## config.mk

```make
export PLATFORM = sky130hd
export DESIGN_NAME = hit_pkt_fmt
export DESIGN_NICKNAME = d
export VERILOG_FILES = /design/src/rtl/hit_pkt_fmt.sv
export SDC_FILE = /design/constraint.sdc
export NUM_CORES = 1
export LEC_CHECK = 0
export ABC_CLOCK_PERIOD_IN_PS = 1500
export BUFFER_PORTS_ARGS = -buffer_cell sky130_fd_sc_hd__buf_2
export CAP_MARGIN = 20
export CORE_MARGIN = 2
export CORE_UTILIZATION = 44
export DETAILED_ROUTE_END_ITERATION = 10
export HOLD_SLACK_MARGIN = 0.1
export PLACE_DENSITY = 0.91
export SYNTH_ARGS = -nofsm -noshare
export SYNTH_HDL_FRONTEND = slang
export SYNTH_SLANG_ARGS = --single-unit
export TNS_END_PERCENT = 5
```

## constraint.sdc

```tcl
create_clock -name clk -period 1.5 [get_ports clk]
set_input_delay 0 -clock clk [delete_from_list [all_inputs] [get_ports clk]]
set_output_delay 0 -clock clk [all_outputs]
set_load 0.05 [all_outputs]
```

## src/rtl/hit_pkt_fmt.sv

```systemverilog
module hit_pkt_fmt #(
  parameter logic [3:0] HDR_FRAME = 4'hA,
  parameter logic [3:0] HDR_DD    = 4'hB,
  parameter logic [7:0] EOC_TAG   = 8'h71
) (
  input  logic        clk,
  input  logic        rst_n,
  input  logic        mode_dd,
  input  logic [31:0] chip_id,
  input  logic        frame_end,
  input  logic        stop_req,
  input  logic        hit_valid,
  output logic        hit_ready,
  input  logic [6:0]  hit_dcol,
  input  logic [5:0]  hit_spix,
  input  logic [2:0]  hit_pix,
  input  logic [27:0] hit_data,
  output logic        pkt_valid,
  input  logic        pkt_ready,
  output logic [47:0] pkt_data
);

  logic        out_v;
  logic [47:0] out_q;
  logic        eoc_pend;

  wire        slot_free = !out_v || pkt_ready;
  wire        hit_fire  = hit_valid && hit_ready;
  wire        eoc_fire  = eoc_pend && slot_free;
  wire        end_req   = mode_dd ? stop_req : frame_end;
  wire [3:0]  hdr       = mode_dd ? HDR_DD : HDR_FRAME;
  wire [47:0] hit_word  = {hdr, hit_dcol, hit_spix, hit_pix, hit_data};
  wire [47:0] eoc_word  = {EOC_TAG, hdr, 4'h0, chip_id};

  assign hit_ready = !eoc_pend && slot_free;
  assign pkt_valid = out_v;
  assign pkt_data  = out_q;

  always_ff @(posedge clk) begin
    if (!rst_n) begin
      out_v    <= 1'b0;
      out_q    <= '0;
      eoc_pend <= 1'b0;
    end else begin
      if (hit_fire) begin
        out_q <= hit_word;
        out_v <= 1'b1;
      end else if (eoc_fire) begin
        out_q <= eoc_word;
        out_v <= 1'b1;
      end else if (pkt_ready) begin
        out_v <= 1'b0;
      end
      if (eoc_fire)     eoc_pend <= 1'b0;
      else if (end_req) eoc_pend <= 1'b1;
    end
  end

endmodule

```

; After elaboration in Yosys (flattened, before gate mapping)
; Cells that the tools add are included.
[classes]
n_reduce_logical = 9
mul = 0
addsub = 0
magnitude_cmp = 0
shifts = 0
n_bitwise = 1
eq_ne = 0
mux = 7
div = 0
[op_table]
columns = op, n
row1 = two-way mux 48 bit, 2
row2 = two-way mux 1 bit, 5
row3 = logical AND 1 bit, 3
row4 = nonzero test 3 bit, 1
row5 = zero test 1 bit, 2
row6 = nonzero test 2 bit, 1
row7 = OR reduction 2 bit, 1
row8 = logical OR 1 bit, 1
row9 = NOT 1 bit, 1
[totals]
rom_bits = 0
ram_bits = 0
mem_count = 0
elab_cells = 20
ff_bits = 50
latchBits = 0
output_inout_bits = 50

; Longest topological paths before layout
; Gate-level depths: netlist of the first run.
[depth]
ltp_word = 5
mapped_depth = 6

; Worst setup path before layout of the first run
; OpenSTA, ideal clock, no wires.
[synth_timing]
kind = register to output
from = register out_v, in the netlist pkt_valid
to = output hit_ready
setup_slack_ns = -0.104
stages_incl_launch_ff = 5
path_buffers = 2
arrival_time_ns = 1.604
path_cell_list = dfxtp_1 > nor2b_4 > buf_6 > buf_2 > nor2_1
[synth_via]
elab_chain_len = 3
[synth_lines]
columns = item, line_no
row1 = from (decl), 23  ; logic out_v;
row2 = from (signal assigned), 41  ; out_v <= 1'b0;
row3 = from (signal assigned), 47  ; out_v <= 1'b1;
row4 = from (signal assigned), 50  ; out_v <= 1'b1;
row5 = zero test 1 bit, 27  ; wire slot_free = !out_v || pkt_ready;
row6 = logical OR 1 bit, 27
row7 = logical AND 1 bit, 35  ; assign hit_ready = !eoc_pend && slot_free;
row8 = to (decl), 13  ; output logic hit_ready,
; No other way between the ends.

; Worst setup path in the final report of the first run
[layout_timing]
from = register out_v, in the netlist pkt_valid
to = register out_q[44], in the netlist pkt_data[44]
[layout_via]
elab_chain_len = 5
elab_cells_between_ends = 7
[layout_lines]
columns = item, line_no
row1 = zero test 1 bit (*), 27
row2 = logical OR 1 bit (*), 27
row3 = logical AND 1 bit, 35
row4 = logical AND 1 bit, 28  ; wire hit_fire = hit_valid && hit_ready;
row5 = two-way mux 48 bit or nonzero test 2 bit (tied branches), n/a
row6 = to (signal assigned), 46  ; out_q <= hit_word;
row7 = to (signal assigned), 49  ; out_q <= eoc_word;
row8 = to (decl), 24  ; logic [47:0] out_q;
; Every way passes the cells marked *; elsewhere a longest branch is shown, timed or not.
; A chain may end at the register's enable or synchronous reset.

==> out/summary.md, run 1 <==
### Die
• **overall die area** 5820 um^2
• **Ports** 133
• **floorplan die height** 76.3 um
• **initial standard-cell utilization of the core** 0.453
• **number of cell rows** 26
• **core area** 5070 um^2
• **die width** 76.3 um

### Worst setup path
• **reg2reg end** pkt_data[44]
• **number of cells on the worst reg-to-reg path** 5
• **launch point of the worst reg-to-reg path** pkt_valid
• **required time of the critical path** 1690 ps
• **Crit Path Category** register to register
• **type of destination of the critical path** register
• **start point of the critical path** pkt_valid
• **Worst Path Max Fanout** 23
• **Startpoint Class** register
• **arrival time at the worst endpoint** 1610 ps
• **worst reg2reg setup slack** 80 ps

### Timing
• **endpoints failing hold** 0
• **hold_ws** 173 ps
• **total negative slack for setup checks** 0 ps
• **final period utilization** 0.947
• **maximum frequency from static timing analysis** 704 MHz
• **final worst setup slack** 79.7 ps
• **max-slew violation count** 0
• **shortest clock period the worst path allows after layout** 1420 ps
• **clk_skew** 10.3 ps
• **max_slew headroom** 0.806
• **unrepaired setup endpoints after global routing** no
• **worst-margin pin slew** 291 ps
• **count of final setup violators** 0

### Routing
• **Met2 Routed Length** 4480 um
• **total via count after detailed routing** 2712
• **top layer in use** met4
• **M1 WL** 3050 um
• **average detailed-routed wire length per instance** 16.4 um
• **number of detailed-route iterations in the first pass** 4
• **Post-DRT Antenna Nets** 0
• **metal3 WL** 343 um
• **per-cell via count in the routed design** 5.43
• **DR DRC count** 0
• **Total Wirelength** 8200 um
• **1st-iter DRT viols** 116

### Outcome
• **outcome** completed

### Synthesis
• **number of storage elements in the synthesis netlist** 50
• **synthesized cell area** 2300 um^2
• **post-synthesis sequential area ratio** 0.435
• **number of distinct standard cells referenced by the synthesized netlist** 28
• **Synth warnings** 0
• **Area contributors post-synth** dfxtp_1 44%, or3_1 16%, o2111a_1 15%, buf_6 4.9%, a21boi_1 2.6%
• **Net Count, Synth** 310
• **average size of a mapped cell** 10.1 um^2
• **number of instances in the synthesized netlist** 227
• **Synth area leader** dfxtp_1
• **proportion of netlist area held by the largest area contributor** 0.435

### Power
• **maximum VDD drop** 0.699 mV
• **Final Total Pwr** 4.00 mW
• **PwrDens** 1030 nW/um^2
• **Leakage Power** 1.72 nW

### Hold path
• **hold-critical path depth** 3
• **worst min-delay path startpoint** rst_n
• **capture endpoint of the worst hold path** pkt_data[45]
• **min-delay worst type** primary input to register

### Cells and area
• **non-filler instance count after layout** 499
• **fraction of final layout cells sized beyond drive strength 1** 0.374
• **layout overhead on the synthesized area** 68.9%
• **post-layout net count** 510

### Run
• **maximum capacitance violations** 0

### Place
• **minimum setup slack after placement** 65.5 ps
• **instance count after placement with tap cells included** 410
• **routability congestion estimate** 0.816
• **HPWL Detailed** 4340 um
• **Port-buffer cells** 132

### GRT
• **initial antenna violation count** 1
• **wire length of the first global-routing pass** 13300 um
• **global-route usage over all layers** 0.284
• **number of global-route vias before repair** 2838
• **largest net degree at the start of global routing** 57
• **overall overflow remaining after global route** 0

### Clock network
• **Num CTS Buffers** 5
• **latest clock arrival within the worst-skew pair** 290 ps
• **number of levels in the clock H-tree** 2
• **Max Root-Sink Buffers** 2
• **clk root buf** clkbuf_8
• **clock net sink count** 50
• **clock tree from TritonCTS** built
• **clock slew at reported path FFs** 90 ps

-- stage by stage --
stage / cell area, um^2 / util
after floorplan: 2300 / -
after global placement: 2940 / 0.579
after detailed placement: 2940 / 0.579
after CTS: 3880 / 0.765
after global routing: 3890 / 0.766
final: 3890 / 0.766
-- cells in the final DEF (no fill, tap or decap), drive strengths merged, types with 2 or more instances in the layout --
| cell type | instances |
|---|---|
| o221a | 4 |
| clkbuf | 6 |
| nor2 | 3 |
| dfxtp | 50 |
| nand2b | 2 |
| or3 | 60 |
| buf | 141 |
| o21ai | 11 |
| nand2 | 5 |
| nand4 | 6 |
| a21boi | 10 |
| o2111a | 30 |
| bufinv | 2 |
| nand3 | 8 |
| dlygate4sd3 | 80 |
| o211ai | 3 |
-- how the worst max path moves through the flow --
stage          depth (start not counted)            to
6_report                               5  pkt_data[44]
5_1_grt                                5  pkt_data[44]
4_1_cts                                3  pkt_data[24]
3_5_place_dp                           3  pkt_data[24]
3_3_place_gp                           5  pkt_data[40]
2_1_floorplan                          5  pkt_data[10]
-- cell type report --
type	count	area, um^2
Fill cell	341	1190
Clock inverter	2	60.1
Tap cell	70	87.6
Antenna cell	1	2.50
Sequential cell	50	1000
Inverter	1	6.26
Clock buffer	6	82.6
Timing Repair Buffer	221	1540
Multi-Input combinational cell	148	1100
-- per-layer routing --
| layer | GRT usage | up-vias |
|---|---|---|
| met3 | 0.0545 | 30 |
| met5 | 0 | - |
| li1 | - | 1279 |
| met2 | 0.545 | 133 |
| met4 | 0.142 | 0 |
| met1 | 0.291 | 1270 |
-- cell families after synthesis --
group	count (synthesis)	synth area share
simple gates	86	0.232
compound gates	61	0.242
flops	50	0.435
buf+inv	29	0.0865
mux	1	0.00435
-- sequential cells by signal (all words and copies together) (netlist names) --
signal	count
eoc_pend	1
pkt_data	48
pkt_valid	1
-- cell usage after synthesis --
cell      instances
a21boi_0          2
a21boi_1          8
a21oi_1           1
and2b_1           1
buf_2             8
buf_4             1
buf_6            10
clkbuf_1          8
clkbuf_2          1
dfxtp_1          50
inv_2             1
mux2i_1           1
nand2_1           5
nand2b_1          1
nand2b_4          1
nand3_1           8
nand4_1           6
nor2_1            1
nor2_2            1
nor2_4            1
nor2b_4           1
o2111a_1         30
o211ai_1          3
o21a_1            1
o21ai_0          11
o221a_2           4
o31a_1            1
or3_1            60
-- report_power, final --
group          internal [mW]  leakage [nW]  switching, mW
clock                  0.711        0.0714          0.436
combinational          0.489          1.24          0.826
sequential              1.46         0.415         0.0729
-- what timing repair did --
| item | 4_1_cts | 5_1_grt |
|---|---|---|
| hold buffers | 80 | 0 |
| endpoints found under the setup margin | 0 | 30 |
| resized for setup | 0 | 3 |
| endpoints found under the hold margin | 47 | 0 |
| setup buffers | 0 | 0 |
-- critical path, stage by stage (launching register included) --
cell	delay, ps
dfxtp_1	360
nor2b_4	170
buf_4	230
nor2_2	70
buf_4	210
o221a_2	280
(Power assumes the default switching activity.)
==> run 2, diff against run 1 <==
- CELL_PAD_IN_SITES_DETAIL_PLACEMENT: default -> 2
- CELL_PAD_IN_SITES_GLOBAL_PLACEMENT: default -> 2
- CORE_UTILIZATION: 44 -> 24
- PLACE_DENSITY: 0.91 -> 0.89
==> run 2 against run 1 <==
  * Utilization decreased by 34 points
  * Sequential power about the same
  * Non-clock buffer count unchanged
  * Clock power shrank 16%
  * Total power decreased by 3.6%
  * Critical endpoint is now hit_ready
==> out/summary.md, run 2 (synthesis results as in run 1) <==
### Die
• **Ports** 133
• **floorplan die height** 102 um
• **overall die area** 10400 um^2
• **core area** 9280 um^2
• **initial standard-cell utilization of the core** 0.248
• **number of cell rows** 35
• **die width** 102 um

### Hold path
• **worst min-delay path startpoint** rst_n
• **min-delay worst type** primary input to register
• **hold-critical path depth** 3

### GRT
• **highest-utilization routing layer at the global route stage** met2
• **overall overflow remaining after global route** 0
• **grt met3 use** 0.0383
• **initial antenna violation count** 0
• **global-route usage over all layers** 0.201
• **global-route track usage on met2** 0.418
• **wire length of the first global-routing pass** 16200 um
• **largest net degree at the start of global routing** 57
• **met1 Use GR** 0.206
• **number of global-route vias before repair** 3087

### Clock network
• **number of levels in the clock H-tree** 2
• **clk root buf** clkbuf_8
• **latest clock arrival within the worst-skew pair** 300 ps
• **clock slew at reported path FFs** 90 ps
• **clock tree from TritonCTS** built
• **clock net sink count** 50
• **Max Root-Sink Buffers** 2
• **Num CTS Buffers** 5

### Power
• **internal power contribution** 2.46 mW
• **fraction of power spent switching nets** 0.363
• **Clk network pwr share** 0.249
• **maximum VDD drop** 0.370 mV
• **Comb power frac** 0.351
• **switching component of the power** 1.40 mW
• **register share of total power** 0.400
• **Leakage Power** 1.71 nW
• **PwrDens** 980 nW/um^2

### Timing
• **endpoints failing hold** 0
• **worst-margin pin slew** 324 ps
• **clk_skew** 7.39 ps
• **count of final setup violators** 0
• **max_slew headroom** 0.784
• **unrepaired setup endpoints after global routing** no
• **maximum frequency from static timing analysis** 725 MHz
• **final period utilization** 0.920
• **max-slew violation count** 0
• **total negative slack for setup checks** 0 ps
• **final worst setup slack** 120 ps
• **shortest clock period the worst path allows after layout** 1380 ps

### Worst setup path
• **required time of the critical path** 1500 ps
• **launch point of the worst reg-to-reg path** pkt_valid
• **number of cells on the worst reg-to-reg path** 4
• **start point of the critical path** pkt_valid
• **type of destination of the critical path** primary output
• **arrival time at the worst endpoint** 1380 ps
• **Crit Path Category** register to primary output
• **Startpoint Class** register
• **Worst Path Max Fanout** 27

### Cells and area
• **post-layout net count** 510
• **post-layout utilization of the core** 0.424
• **fillcell total** 1033
• **most common cell after layout, fill and taps aside** buf_2
• **fraction of final layout cells sized beyond drive strength 1** 0.369
• **ANT cells** 0
• **Reg area** 1000 um^2
• **highest-count cells in the layout ignoring fill and taps** 132 x buf_2, 80 x dlygate4sd3_1, 60 x or3_1
• **layout overhead on the synthesized area** 71.0%
• **flip-flop count of the largest register after layout** 48
• **footprint of the multi-input gates** 1110 um^2

### Run
• **maximum capacitance violations** 0

### Place
• **minimum setup slack after placement** 28.0 ps
• **Port-buffer cells** 132
• **routability congestion estimate** 0.726
• **HPWL Detailed** 6010 um

### Routing
• **1st-iter DRT viols** 59
• **Post-DRT Antenna Nets** 0
• **Total Wirelength** 10500 um
• **DR DRC count** 0
• **per-cell via count in the routed design** 4.89
• **number of detailed-route iterations in the first pass** 4
• **total via count after detailed routing** 2726
• **average detailed-routed wire length per instance** 18.9 um

### Outcome
• **outcome** completed

## run 2: cell count changes in the layout (fill, tap and decap cells not counted), sizes merged
| cell | delta |
|---|---|
| bufinv | -1 |
| clkbuf | +1 |
| diode | -1 |
## run 2: critical path, stage by stage (launching register included)
cell and delay, ps:
dfxtp_1 370, nor2b_4 240, buf_8 220, nor2_2 40
buf_2 200
## run 2: cell type report
cell class / instances / area share
Inverter: 1 / 0.00159
Clock buffer: 7 / 0.0194
Sequential cell: 50 / 0.255
Tap cell: 129 / 0.0410
Clock inverter: 1 / 0.00763
Timing Repair Buffer: 221 / 0.394
Multi-Input combinational cell: 148 / 0.282
## run 2: path summary, 6_finish.rpt
| check | slack, ps | to |
|---|---|---|
| worst min-delay path | 180 | pkt_data[45] |
| worst min register to register | 460 | pkt_data[45] |
| worst max-delay path | 120 | hit_ready |
| worst max register to register | 140 | pkt_data[13] |
## run 2: what timing repair did
| item | CTS | global route |
|---|---|---|
| buffers inserted | 0 | 0 |
| gates resized for setup | 0 | 5 |
| hold buffers | 80 | 0 |
| endpoints found under the hold margin | 47 | 0 |
| setup endpoints to repair | 0 | 31 |
## run 2: stage by stage
stage / instance area, um^2 / cells / hold WS [ps] / power, mW
CTS: 3920 / 557 / 167 / 3.89
global placement: 3020 / 469 / 257 / 2.69
global route: 3930 / 557 / 174 / 4.05
finish: 3930 / 557 / 179 / 3.85
floorplan: 2300 / 227 / 132 / 2.40
detailed placement: 3020 / 469 / 271 / 2.73
## run 2: power groups by stage
stage	combinational, mW	clock (mW)	sequential, mW
floorplan	0.384	0	2.02
global placement	1.13	0	1.56
detailed placement	1.17	0	1.57
CTS	1.33	1.02	1.54
global route	1.43	1.05	1.56
finish	1.35	0.961	1.54
## run 2: metal layers
| metal | vias up | share of wire |
|---|---|---|
| met1 | 1354 | 0.37 |
| met5 | - | 0 |
| met2 | 92 | 0.57 |
| met4 | 0 | 0.0092 |
| li1 | 1271 | - |
| met3 | 9 | 0.047 |
